[config.mk]
export PLATFORM = sky130hd
export DESIGN_NAME = acc_alu
export DESIGN_NICKNAME = d
export VERILOG_FILES = /design/src/rtl/alu_pkg.sv /design/src/rtl/alu_addsub.sv /design/src/rtl/alu_logic.sv /design/src/rtl/alu_daa.sv /design/src/rtl/acc_alu.sv
export SDC_FILE = /design/constraint.sdc
export NUM_CORES = 1
export LEC_CHECK = 0
export ABC_AREA = 1
export BUFFER_PORTS_ARGS = -buffer_cell sky130_fd_sc_hd__buf_2
export CORE_UTILIZATION = 45
export DETAILED_ROUTE_END_ITERATION = 7
export PLACE_DENSITY = 0.66
export SLEW_MARGIN = 20
export SYNTH_ARGS = -nofsm -noshare
export SYNTH_HDL_FRONTEND = slang
export SYNTH_HIERARCHICAL = 1
export SYNTH_SLANG_ARGS = --single-unit
[constraint.sdc]
create_clock -name clk -period 4.3 [get_ports clk]
set_clock_uncertainty 0.2 [all_clocks]
set_input_delay 0.86 -clock clk [delete_from_list [all_inputs] [get_ports clk]]
set_output_delay 0.86 -clock clk [all_outputs]
set_load 0.01 [all_outputs]
[src/rtl/alu_pkg.sv]
package alu_pkg;

    localparam int DATA_W = 8;
    localparam int NIB_W  = DATA_W / 2;
    localparam int FLAG_W = 4;
    localparam int OP_W   = 4;

    typedef enum logic [OP_W-1:0] {
        OP_ADD  = 4'd0,
        OP_ADC  = 4'd1,
        OP_SUB  = 4'd2,
        OP_SBC  = 4'd3,
        OP_AND  = 4'd4,
        OP_OR   = 4'd5,
        OP_XOR  = 4'd6,
        OP_CMP  = 4'd7,
        OP_INC  = 4'd8,
        OP_DEC  = 4'd9,
        OP_DADJ = 4'd10,
        OP_CPL  = 4'd11,
        OP_CCF  = 4'd12,
        OP_SCF  = 4'd13,
        OP_NOP0 = 4'd14,
        OP_NOP1 = 4'd15
    } alu_op_e;

    typedef enum logic [1:0] {
        LG_AND = 2'd0,
        LG_OR  = 2'd1,
        LG_XOR = 2'd2
    } logic_op_e;

    typedef struct packed {
        logic z;
        logic n;
        logic h;
        logic c;
    } flags_t;

    function automatic logic is_zero(input logic [DATA_W-1:0] v);
        return (v == '0);
    endfunction

endpackage

[src/rtl/alu_addsub.sv]
module alu_addsub
    import alu_pkg::*;
(
    input  logic [DATA_W-1:0] x,
    input  logic [DATA_W-1:0] y,
    input  logic              cin,
    input  logic              sub,
    output logic [DATA_W-1:0] sum,
    output logic              cout,
    output logic              hout
);
    logic [NIB_W:0]  lo;
    logic [DATA_W:0] full;

    always_comb begin
        if (sub) begin
            lo   = {1'b0, x[NIB_W-1:0]} - {1'b0, y[NIB_W-1:0]} - {{NIB_W{1'b0}}, cin};
            full = {1'b0, x} - {1'b0, y} - {{DATA_W{1'b0}}, cin};
        end else begin
            lo   = {1'b0, x[NIB_W-1:0]} + {1'b0, y[NIB_W-1:0]} + {{NIB_W{1'b0}}, cin};
            full = {1'b0, x} + {1'b0, y} + {{DATA_W{1'b0}}, cin};
        end
        sum  = full[DATA_W-1:0];
        cout = full[DATA_W];
        hout = lo[NIB_W];
    end
endmodule

[src/rtl/alu_logic.sv]
module alu_logic
    import alu_pkg::*;
(
    input  logic_op_e         sel,
    input  logic [DATA_W-1:0] x,
    input  logic [DATA_W-1:0] y,
    output logic [DATA_W-1:0] res
);
    always_comb begin
        unique case (sel)
            LG_AND:  res = x & y;
            LG_OR:   res = x | y;
            default: res = x ^ y;
        endcase
    end
endmodule

[src/rtl/alu_daa.sv]
module alu_daa
    import alu_pkg::*;
(
    input  logic [DATA_W-1:0] a,
    input  flags_t            fin,
    output logic [DATA_W-1:0] res,
    output logic              cout
);
    localparam logic [DATA_W-1:0] LO_FIX = 8'h06;
    localparam logic [DATA_W-1:0] HI_FIX = 8'h60;
    localparam logic [DATA_W-1:0] BCD_MAX = 8'h99;
    localparam logic [NIB_W-1:0]  DIG_MAX = 4'd9;

    logic [DATA_W-1:0] corr;

    always_comb begin
        corr = '0;
        cout = fin.c;
        if (!fin.n) begin
            if (fin.h || (a[NIB_W-1:0] > DIG_MAX)) corr = corr | LO_FIX;
            if (fin.c || (a > BCD_MAX)) begin
                corr = corr | HI_FIX;
                cout = 1'b1;
            end
            res = a + corr;
        end else begin
            if (fin.h) corr = corr | LO_FIX;
            if (fin.c) corr = corr | HI_FIX;
            res = a - corr;
        end
    end
endmodule

[src/rtl/acc_alu.sv]
module acc_alu
    import alu_pkg::*;
(
    input  logic              clk,
    input  logic              rst,
    input  logic              op_valid_i,
    input  logic [OP_W-1:0]   op_i,
    input  logic [DATA_W-1:0] acc_i,
    input  logic [DATA_W-1:0] opnd_i,
    input  logic [FLAG_W-1:0] flg_i,
    output logic [DATA_W-1:0] res_o,
    output logic [FLAG_W-1:0] flg_o,
    output logic              wr_o,
    output logic [FLAG_W-1:0] flg_q_o
);
    alu_op_e op;
    flags_t  fin;
    flags_t  fout;
    flags_t  flg_q;

    assign op  = alu_op_e'(op_i);
    assign fin = flags_t'(flg_i);

    // adder operand steering
    logic [DATA_W-1:0] as_x, as_y, as_sum;
    logic              as_cin, as_sub, as_c, as_h;

    always_comb begin
        as_x   = acc_i;
        as_y   = opnd_i;
        as_cin = 1'b0;
        as_sub = 1'b0;
        unique case (op)
            OP_ADC: as_cin = fin.c;
            OP_SUB, OP_CMP: as_sub = 1'b1;
            OP_SBC: begin
                as_sub = 1'b1;
                as_cin = fin.c;
            end
            OP_INC, OP_DEC: begin
                as_x   = opnd_i;
                as_y   = {{(DATA_W-1){1'b0}}, 1'b1};
                as_sub = (op == OP_DEC);
            end
            default: ;
        endcase
    end

    alu_addsub u_addsub (
        .x    (as_x),
        .y    (as_y),
        .cin  (as_cin),
        .sub  (as_sub),
        .sum  (as_sum),
        .cout (as_c),
        .hout (as_h)
    );

    logic_op_e         lg_sel;
    logic [DATA_W-1:0] lg_res;

    always_comb begin
        unique case (op)
            OP_AND:  lg_sel = LG_AND;
            OP_OR:   lg_sel = LG_OR;
            default: lg_sel = LG_XOR;
        endcase
    end

    alu_logic u_logic (
        .sel (lg_sel),
        .x   (acc_i),
        .y   (opnd_i),
        .res (lg_res)
    );

    logic [DATA_W-1:0] da_res;
    logic              da_c;

    alu_daa u_daa (
        .a    (acc_i),
        .fin  (fin),
        .res  (da_res),
        .cout (da_c)
    );

    // result, flag and write-back selection
    always_comb begin
        res_o = acc_i;
        fout  = fin;
        wr_o  = 1'b0;
        unique case (op)
            OP_ADD, OP_ADC: begin
                res_o = as_sum;
                fout  = '{z: is_zero(as_sum), n: 1'b0, h: as_h, c: as_c};
                wr_o  = 1'b1;
            end
            OP_SUB, OP_SBC: begin
                res_o = as_sum;
                fout  = '{z: is_zero(as_sum), n: 1'b1, h: as_h, c: as_c};
                wr_o  = 1'b1;
            end
            OP_CMP: begin
                fout  = '{z: is_zero(as_sum), n: 1'b1, h: as_h, c: as_c};
            end
            OP_AND: begin
                res_o = lg_res;
                fout  = '{z: is_zero(lg_res), n: 1'b0, h: 1'b1, c: 1'b0};
                wr_o  = 1'b1;
            end
            OP_OR, OP_XOR: begin
                res_o = lg_res;
                fout  = '{z: is_zero(lg_res), n: 1'b0, h: 1'b0, c: 1'b0};
                wr_o  = 1'b1;
            end
            OP_INC, OP_DEC: begin
                res_o = as_sum;
                fout  = '{z: is_zero(as_sum), n: as_sub, h: as_h, c: fin.c};
                wr_o  = 1'b1;
            end
            OP_DADJ: begin
                res_o = da_res;
                fout  = '{z: is_zero(da_res), n: fin.n, h: 1'b0, c: da_c};
                wr_o  = 1'b1;
            end
            OP_CPL: begin
                res_o = ~acc_i;
                fout  = '{z: fin.z, n: 1'b1, h: 1'b1, c: fin.c};
                wr_o  = 1'b1;
            end
            OP_CCF: fout = '{z: fin.z, n: 1'b0, h: 1'b0, c: ~fin.c};
            OP_SCF: fout = '{z: fin.z, n: 1'b0, h: 1'b0, c: 1'b1};
            default: ;
        endcase
    end

    assign flg_o = fout;

    always_ff @(posedge clk) begin
        if (rst)             flg_q <= '0;
        else if (op_valid_i) flg_q <= fout;
    end

    assign flg_q_o = flg_q;
endmodule

==> Yosys cells after proc, flatten, opt, wreduce, memory -nomap -nowiden <==
Cells that the tools add are included.
{ "word_totals": {"reg_bits": 4, "latch_bits": 0, "ram_bits": 0, "rom_bits": 0, "in_bits": 27, "word_cells": 70, "n_memories": 0} }
{ "classes": {"n_addsub": 10, "multipliers": 0, "div_mod_pow": 0, "order_cmp": 2, "eq_ne": 14, "n_shift": 0, "muxes": 20, "n_bitwise": 5, "reduce_logical": 15} }
{ "op_table": {"columns": ["cell", "n"], "rows": [
  ["$mux W8", 5],
  ["$pmux W4 S9", 1],
  ["$pmux W8 S4", 1],
  ["$eq A4 B4 Y1 const B", 6],
  ["$logic_not A8 Y1", 3],
  ["$eq A4 B3 Y1 const B", 4],
  ["$pmux W8 S2", 1],
  ["$mux W7", 2],
  ["$reduce_or A11 Y1", 1],
  ["$add A8 B8 Y9", 1],
  ["$add A9 B1 Y9", 1],
  ["$mux W9", 1],
  ["$sub A8 B8 Y9", 1],
  ["$sub A9 B1 Y9", 1],
  ["$add A8 B8 Y8", 1],
  ["$and A8 B8 Y8", 1],
  ["$eq A4 B2 Y1 const B", 2],
  ["$gt A8 B8 Y1 const B", 1],
  ["$not A8 Y8", 1],
  ["$or A8 B8 Y8", 1],
  ["$reduce_or A2 Y1", 4],
  ["$sub A8 B8 Y8", 1],
  ["$xor A8 B8 Y8", 1],
  ["$mux W3", 2],
  ["other kinds (17)", 22]
]} }

==> Longest topological paths before layout <==
{ "depth": {"ltp_word": 9, "ltp_mapped": 25, "mapped_depth_nobuf": 24} }

==> Cells and area by module <==
The synthesis kept the hierarchy.
{ "modules_own_cells": {"columns": ["mod", "instances", "cells_per_inst", "area_per_inst_um2", "seq_area_each_um2"], "rows": [
  ["alu_addsub", 1, 173, 1017.2, 0.0],
  ["acc_alu", 1, 198, 933.4, 80.1],
  ["alu_logic", 1, 68, 454.2, 0.0],
  ["alu_daa", 1, 83, 449.2, 0.0]
]} }

==> Least setup slack after synthesis <==
No wires, ideal clock.
{ "synth_path": {"path_kind": "input to output", "from": "input port op_i[2]", "to": "output port flg_o[3]", "arrival_ns": 3.139, "required_time_ns": 3.240, "slack_ns": 0.101, "path_stages": 18, "n_path_buf": 1, "path_cell_list": "inv_2 -> nand2_2 -> nor2_2 -> buf_2 -> o21ai_0 -> inv_1 -> fa_1 -> o21ai_1 -> nand3_2 -> nand2_2 -> nand2_1 -> nand3_1 -> nand2_1 -> nor2_1 -> nand2_1 -> nor2_1 -> nand2_1 -> nand4_1"} }
{ "synth_via": {"elab_chain_len": 8} }
{ "synth_lines": {"columns": ["item", "line", "source"], "rows": [
  ["from (decl)", "acc_alu.sv:7", "input logic [OP_W-1:0] op_i,"],
  ["$eq A4 B4 Y1", "acc_alu.sv:33", "unique case (op)"],
  ["$reduce_or A2 Y1 (*)", "acc_alu.sv:33", null],
  ["$mux W8 (*)", "acc_alu.sv:33", null],
  ["via as_x[1]", "acc_alu.sv:25", "logic [DATA_W-1:0] as_x, as_y, as_sum;"],
  ["$add A8 B8 Y9 / $sub A8 B8 Y9 (equally long branches)", "alu_addsub.sv:21, alu_addsub.sv:18", null],
  ["$add A9 B1 Y9 / $sub A9 B1 Y9 (equally long branches)", "alu_addsub.sv:21, alu_addsub.sv:18", null],
  ["$mux W9 (*)", "alu_addsub.sv:16", "if (sub) begin"],
  ["via as_sum[6]", "acc_alu.sv:25", null],
  ["$logic_not A8 Y1 (*)", "alu_pkg.sv:41", "return (v == '0);"],
  ["$pmux W4 S9 (*)", "acc_alu.sv:92", "unique case (op)"],
  ["to (decl)", "acc_alu.sv:12", "output logic [FLAG_W-1:0] flg_o,"]
]} }
The timed path passes the listed nets; every way through them passes the cells marked *.

==> Worst setup path after layout <==
{ "layout_path": {"from": "input port op_i[2]", "to": "output port flg_o[3]"} }
{ "layout_rtl": {"columns": ["item", "line", "source"], "rows": [
  ["$eq A4 B2 Y1 / $eq A4 B1 Y1 (equally long branches)", "acc_alu.sv:33", null],
  ["$reduce_or A2 Y1 (no source line) (*)", null, null],
  ["$mux W1 (*)", "acc_alu.sv:33", null],
  ["via as_cin", "acc_alu.sv:26", "logic as_cin, as_sub, as_c, as_h;"],
  ["$add A9 B1 Y9 / $sub A9 B1 Y9 (equally long branches)", "alu_addsub.sv:21, alu_addsub.sv:18", null],
  ["$mux W9 (*)", "alu_addsub.sv:16", null],
  ["via as_sum[6]", "acc_alu.sv:25", null],
  ["$logic_not A8 Y1 (*)", "alu_pkg.sv:41", null],
  ["$pmux W4 S9 (*)", "acc_alu.sv:92", null]
]} }
Marked as above.

==> metrics.md <==
| Metric | Value |
|---|---|
| Worst hold stages | `2` |
| Reg2reg end | `flg_q_o[2]` |
| Place WS | `-374 ps` |
| Total CTS buffers | `3` |
| Die Span Y | `81.6 microns` |
| Failing checks | `negative setup slack` |
| Vias per inst | `5.02` |
| Fill cells | `496` |
| Critical path class | `in -> out` |
| Placed cell area | `3590 sq um` |
| Die width | `81.6 microns` |
| Syn nets | `599` |
| Compound-Gate Fraction of Synth Area | `12.0%` |
| Nets | `716` |
| Non-filler instance count after layout | `712` |
| Total gr overflow | `0` |
| Post-Synth Adder-Cell Area | `23.0%` |
| Number of diodes | `0` |
| Number of port buffers | `43` |
| Slack of the worst reg-to-reg path | `3460 ps` |
| RePlAce Congestion | `0.901` |
| Drt wl/cell | `13.5 microns` |
| CP cell instances | `buf_8, buf_6, nor2_4, inv_2, nor3_4, inv_2, fa_2, fa_2, o21ai_4, nand3_2, nand2_2, nand2_2, nand3_2, nand2_2, nor2_1, nand2_1, nor2_1, nand2_1, nand4_1, buf_2` |
| Start of the worst register-to-register path | `flg_q_o[2]` |
| Clk sink count | `4` |
| Global-route wire length before repair | `14500 microns` |
| Total length of routed wires | `9590 microns` |
| Largest family of logic cells by synthesized area | `simple AND/OR/NAND/NOR gates` |
| Outcome | `complete, but fails checks` |
| Simple-gate share of the synthesized area | `42.5%` |
| RSZ-0062 raised after global routing | `true` |
| Pin count of the biggest net entering global routing | `13` |
| Worst Tran Pin Value | `489 ps` |
| M1 wire length | `4270 microns` |
| Via count | `3575` |
| CP required | `3240 ps` |
| Fin area | `4290 sq um` |
| Syn_area_per_cell | `5.47 sq um` |
| Area Overhead vs Synth | `50.2%` |
| Max stage delay on crit path | `420 ps` |
| Hold Vio Cnt, Final | `0` |
| Yosys Warn Count | `6` |
| Post-synthesis sequential area ratio | `2.81%` |
| P per Cell Area | `194 nW/um^2` |
| Most frequent cells in the layout | `137 x nand2_1, 88 x inv_1, 68 x buf_4, 41 x buf_2, 38 x nor2_1` |
| Fmax | `0.221 GHz` |
| Final ANT Viol Nets | `0` |
| Max Slew Vio Count | `0` |
| DR top layer | `met4` |
| Max IR drop VDD | `140 uV` |
| DP HPWL | `7060 microns` |
| Critical Path Start Type | `primary input` |
| Vias in the first global route | `3248` |
| Layout cell share with drive strength beyond 1 | `39.9%` |
| Buf+Inv Stages, Crit Path | `5` |
| Hold Path Class | `reg -> reg` |
| Cell row count | `28` |
| Crit path max-delay family | `simple AND/OR/NAND/NOR gates` |
| Reg2Reg Depth | `4` |
| Initial core utilization | `47.4%` |
| Iteration count of the initial detailed-routing pass | `4` |
| CTS Root Buffer Type | `clkbuf_8` |
| XOR/XNOR Fraction of Synth Area | `2.15%` |
| Crit-path slowest cell | `fa_2` |
| MaxCap Viol Count | `0` |
| Mux cell area share after synthesis | `0.351%` |
| H-tree depth | `1` |
| Initial antenna violation count | `0` |
| CTS tree | `built` |
| Worst skew pair latency | `210 ps` |
| Cell count after synthesis | `522` |
| Slew margin rel. | `67.3%` |
| Die area | `6660 sq um` |
| Minimum clock period | `4520 ps` |
| Synth Register Bits | `4` |
| Final worst path period share | `105%` |
| Worst min-delay path startpoint | `flg_q_o[3]` |
| Max reg flops | `4` |
| Most common cell after layout, fill and taps aside | `nand2_1` |
| CP Data Arrival Time | `3460 ps` |
| Worst-path maximum fanout | `4` |
| Remaining DRCs | `0` |
| Critical Path End Type | `output port` |
| WHS Endpoint | `flg_q_o[3]` |
| Placed instance count | `696` |
| Setup Viol. Count Final | `5` |
| Core ar. | `6030 sq um` |
| Synth cell types | `34` |
| GRT Total Usage | `27.7%` |
| Clock buffer depth | `2` |
| Slack of the critical path | `-216 ps` |
| Post-Syn Area | `2850 sq um` |
| Initial DRC count | `194` |
| Io pins | `44` |
| Met3 wire length | `396 microns` |
| CTS clk-pin slew, worst paths | `30 ps` |
| Critical Path Most Common Cell | `nand2_2` |
| Static Leak | `2.43 nW` |
| Routed length on met2 | `4740 microns` |
==> worst max path at each step <==
| stage | start | endpoint | cells past startpoint |
|---|---|---|---|
| 3_5_place_dp | op_i[2] | flg_o[3] | 18 |
| 4_1_cts | op_i[2] | flg_o[3] | 23 |
| 2_1_floorplan | op_i[2] | flg_o[3] | 18 |
| 3_3_place_gp | op_i[2] | flg_o[3] | 24 |
| 5_1_grt | op_i[2] | flg_o[3] | 23 |
| 6_report | op_i[2] | flg_o[3] | 20 |
==> power breakdown <==
part | internal [mW] | switching [mW] | total (mW)
clock network | 0.0595 | 0.0170 | 0.0765
logic | 0.322 | 0.393 | 0.715
registers | 0.0403 | 0.00149 | 0.0418
total | 0.422 | 0.411 | 0.833
==> routing by layer <==
| layer | vias to the layer above | global-route usage, % |
|---|---|---|
| met2 | 91 | 49.3 |
| met1 | 1632 | 37.0 |
| met4 | 0 | 4.74 |
| met3 | 13 | 1.44 |
| met5 | - | 0 |
| li1 | 1839 | - |
==> synthesized netlist by cell type <==
cell | instances | share of area [%]
nand2_1 | 166 | 22
inv_1 | 104 | 14
ha_1 | 46 | 20
nor2_1 | 45 | 5.9
nand3_1 | 34 | 6.0
a21oi_1 | 23 | 4.0
o21ai_0 | 23 | 4.0
nand3b_1 | 9 | 2.4
inv_2 | 7 | 0.92
nand2_2 | 7 | 1.5
nand4_1 | 6 | 1.3
buf_6 | 4 | 1.6
dfxtp_1 | 4 | 2.8
fa_1 | 4 | 2.8
o21ai_1 | 4 | 0.70
o21ai_2 | 4 | 1.2
xnor2_1 | 4 | 1.2
nor2_2 | 3 | 0.66
xor2_1 | 3 | 0.92
a21oi_2 | 2 | 0.61
buf_2 | 2 | 0.35
buf_4 | 2 | 0.53
nand3_2 | 2 | 0.70
nor2_4 | 2 | 0.79
o21bai_1 | 2 | 0.53
or2_1 | 2 | 0.44
a21oi_4 | 1 | 0.57
a22o_1 | 1 | 0.31
and2_1 | 1 | 0.22
clkbuf_1 | 1 | 0.13
mux2i_1 | 1 | 0.35
nand3b_2 | 1 | 0.39
nor3_1 | 1 | 0.18
or2_2 | 1 | 0.22
==> stage by stage <==
step                      setup TNS [ps]  hold slack, ps  total power, mW  utilization (%)
final                               -688             317            0.833             71.2
after global routing               -1740             379            0.905             71.2
after CTS                           -460             317            0.712             64.3
after detailed placement           -1690             308            0.579             59.6
after global placement             -1380             300            0.571             59.6
after floorplan                        0             341            0.376                -
==> layout make-up <==
type	count	area, sq um	area share, %
clock buffer	3	41.3	0.963
inverter	111	429	10.0
multi-input combinational	398	2760	64.5
sequential	4	80.1	1.87
tap	75	93.8	2.19
timing repair buffer	121	880	20.5
==> cell families (layout without fill, tap and decap cells) <==
kind of cell,count (synthesis),count (layout)
compound gates,60,60
xor+xnor,7,7
fa+ha+maj,50,50
buf+inv,120,235
flops,4,4
mux,1,1
simple gates,280,280
==> worst min-delay path, delay by kind of cell (launching register included) <==
kind	cells	cell delay (ps)
AND/OR/NAND/NOR	1	90
AO/OA/AOI/OAI	1	70
flip-flops	1	320
==> timing repair <==
action,CTS,global route
hold buffers,0,0
setup buffers,5,10
pin swaps,22,65
gates cloned,1,0
gates resized for setup,41,104
endpoints found under the setup margin,9,11
No activity file was read; power rests on OpenSTA's default activity.
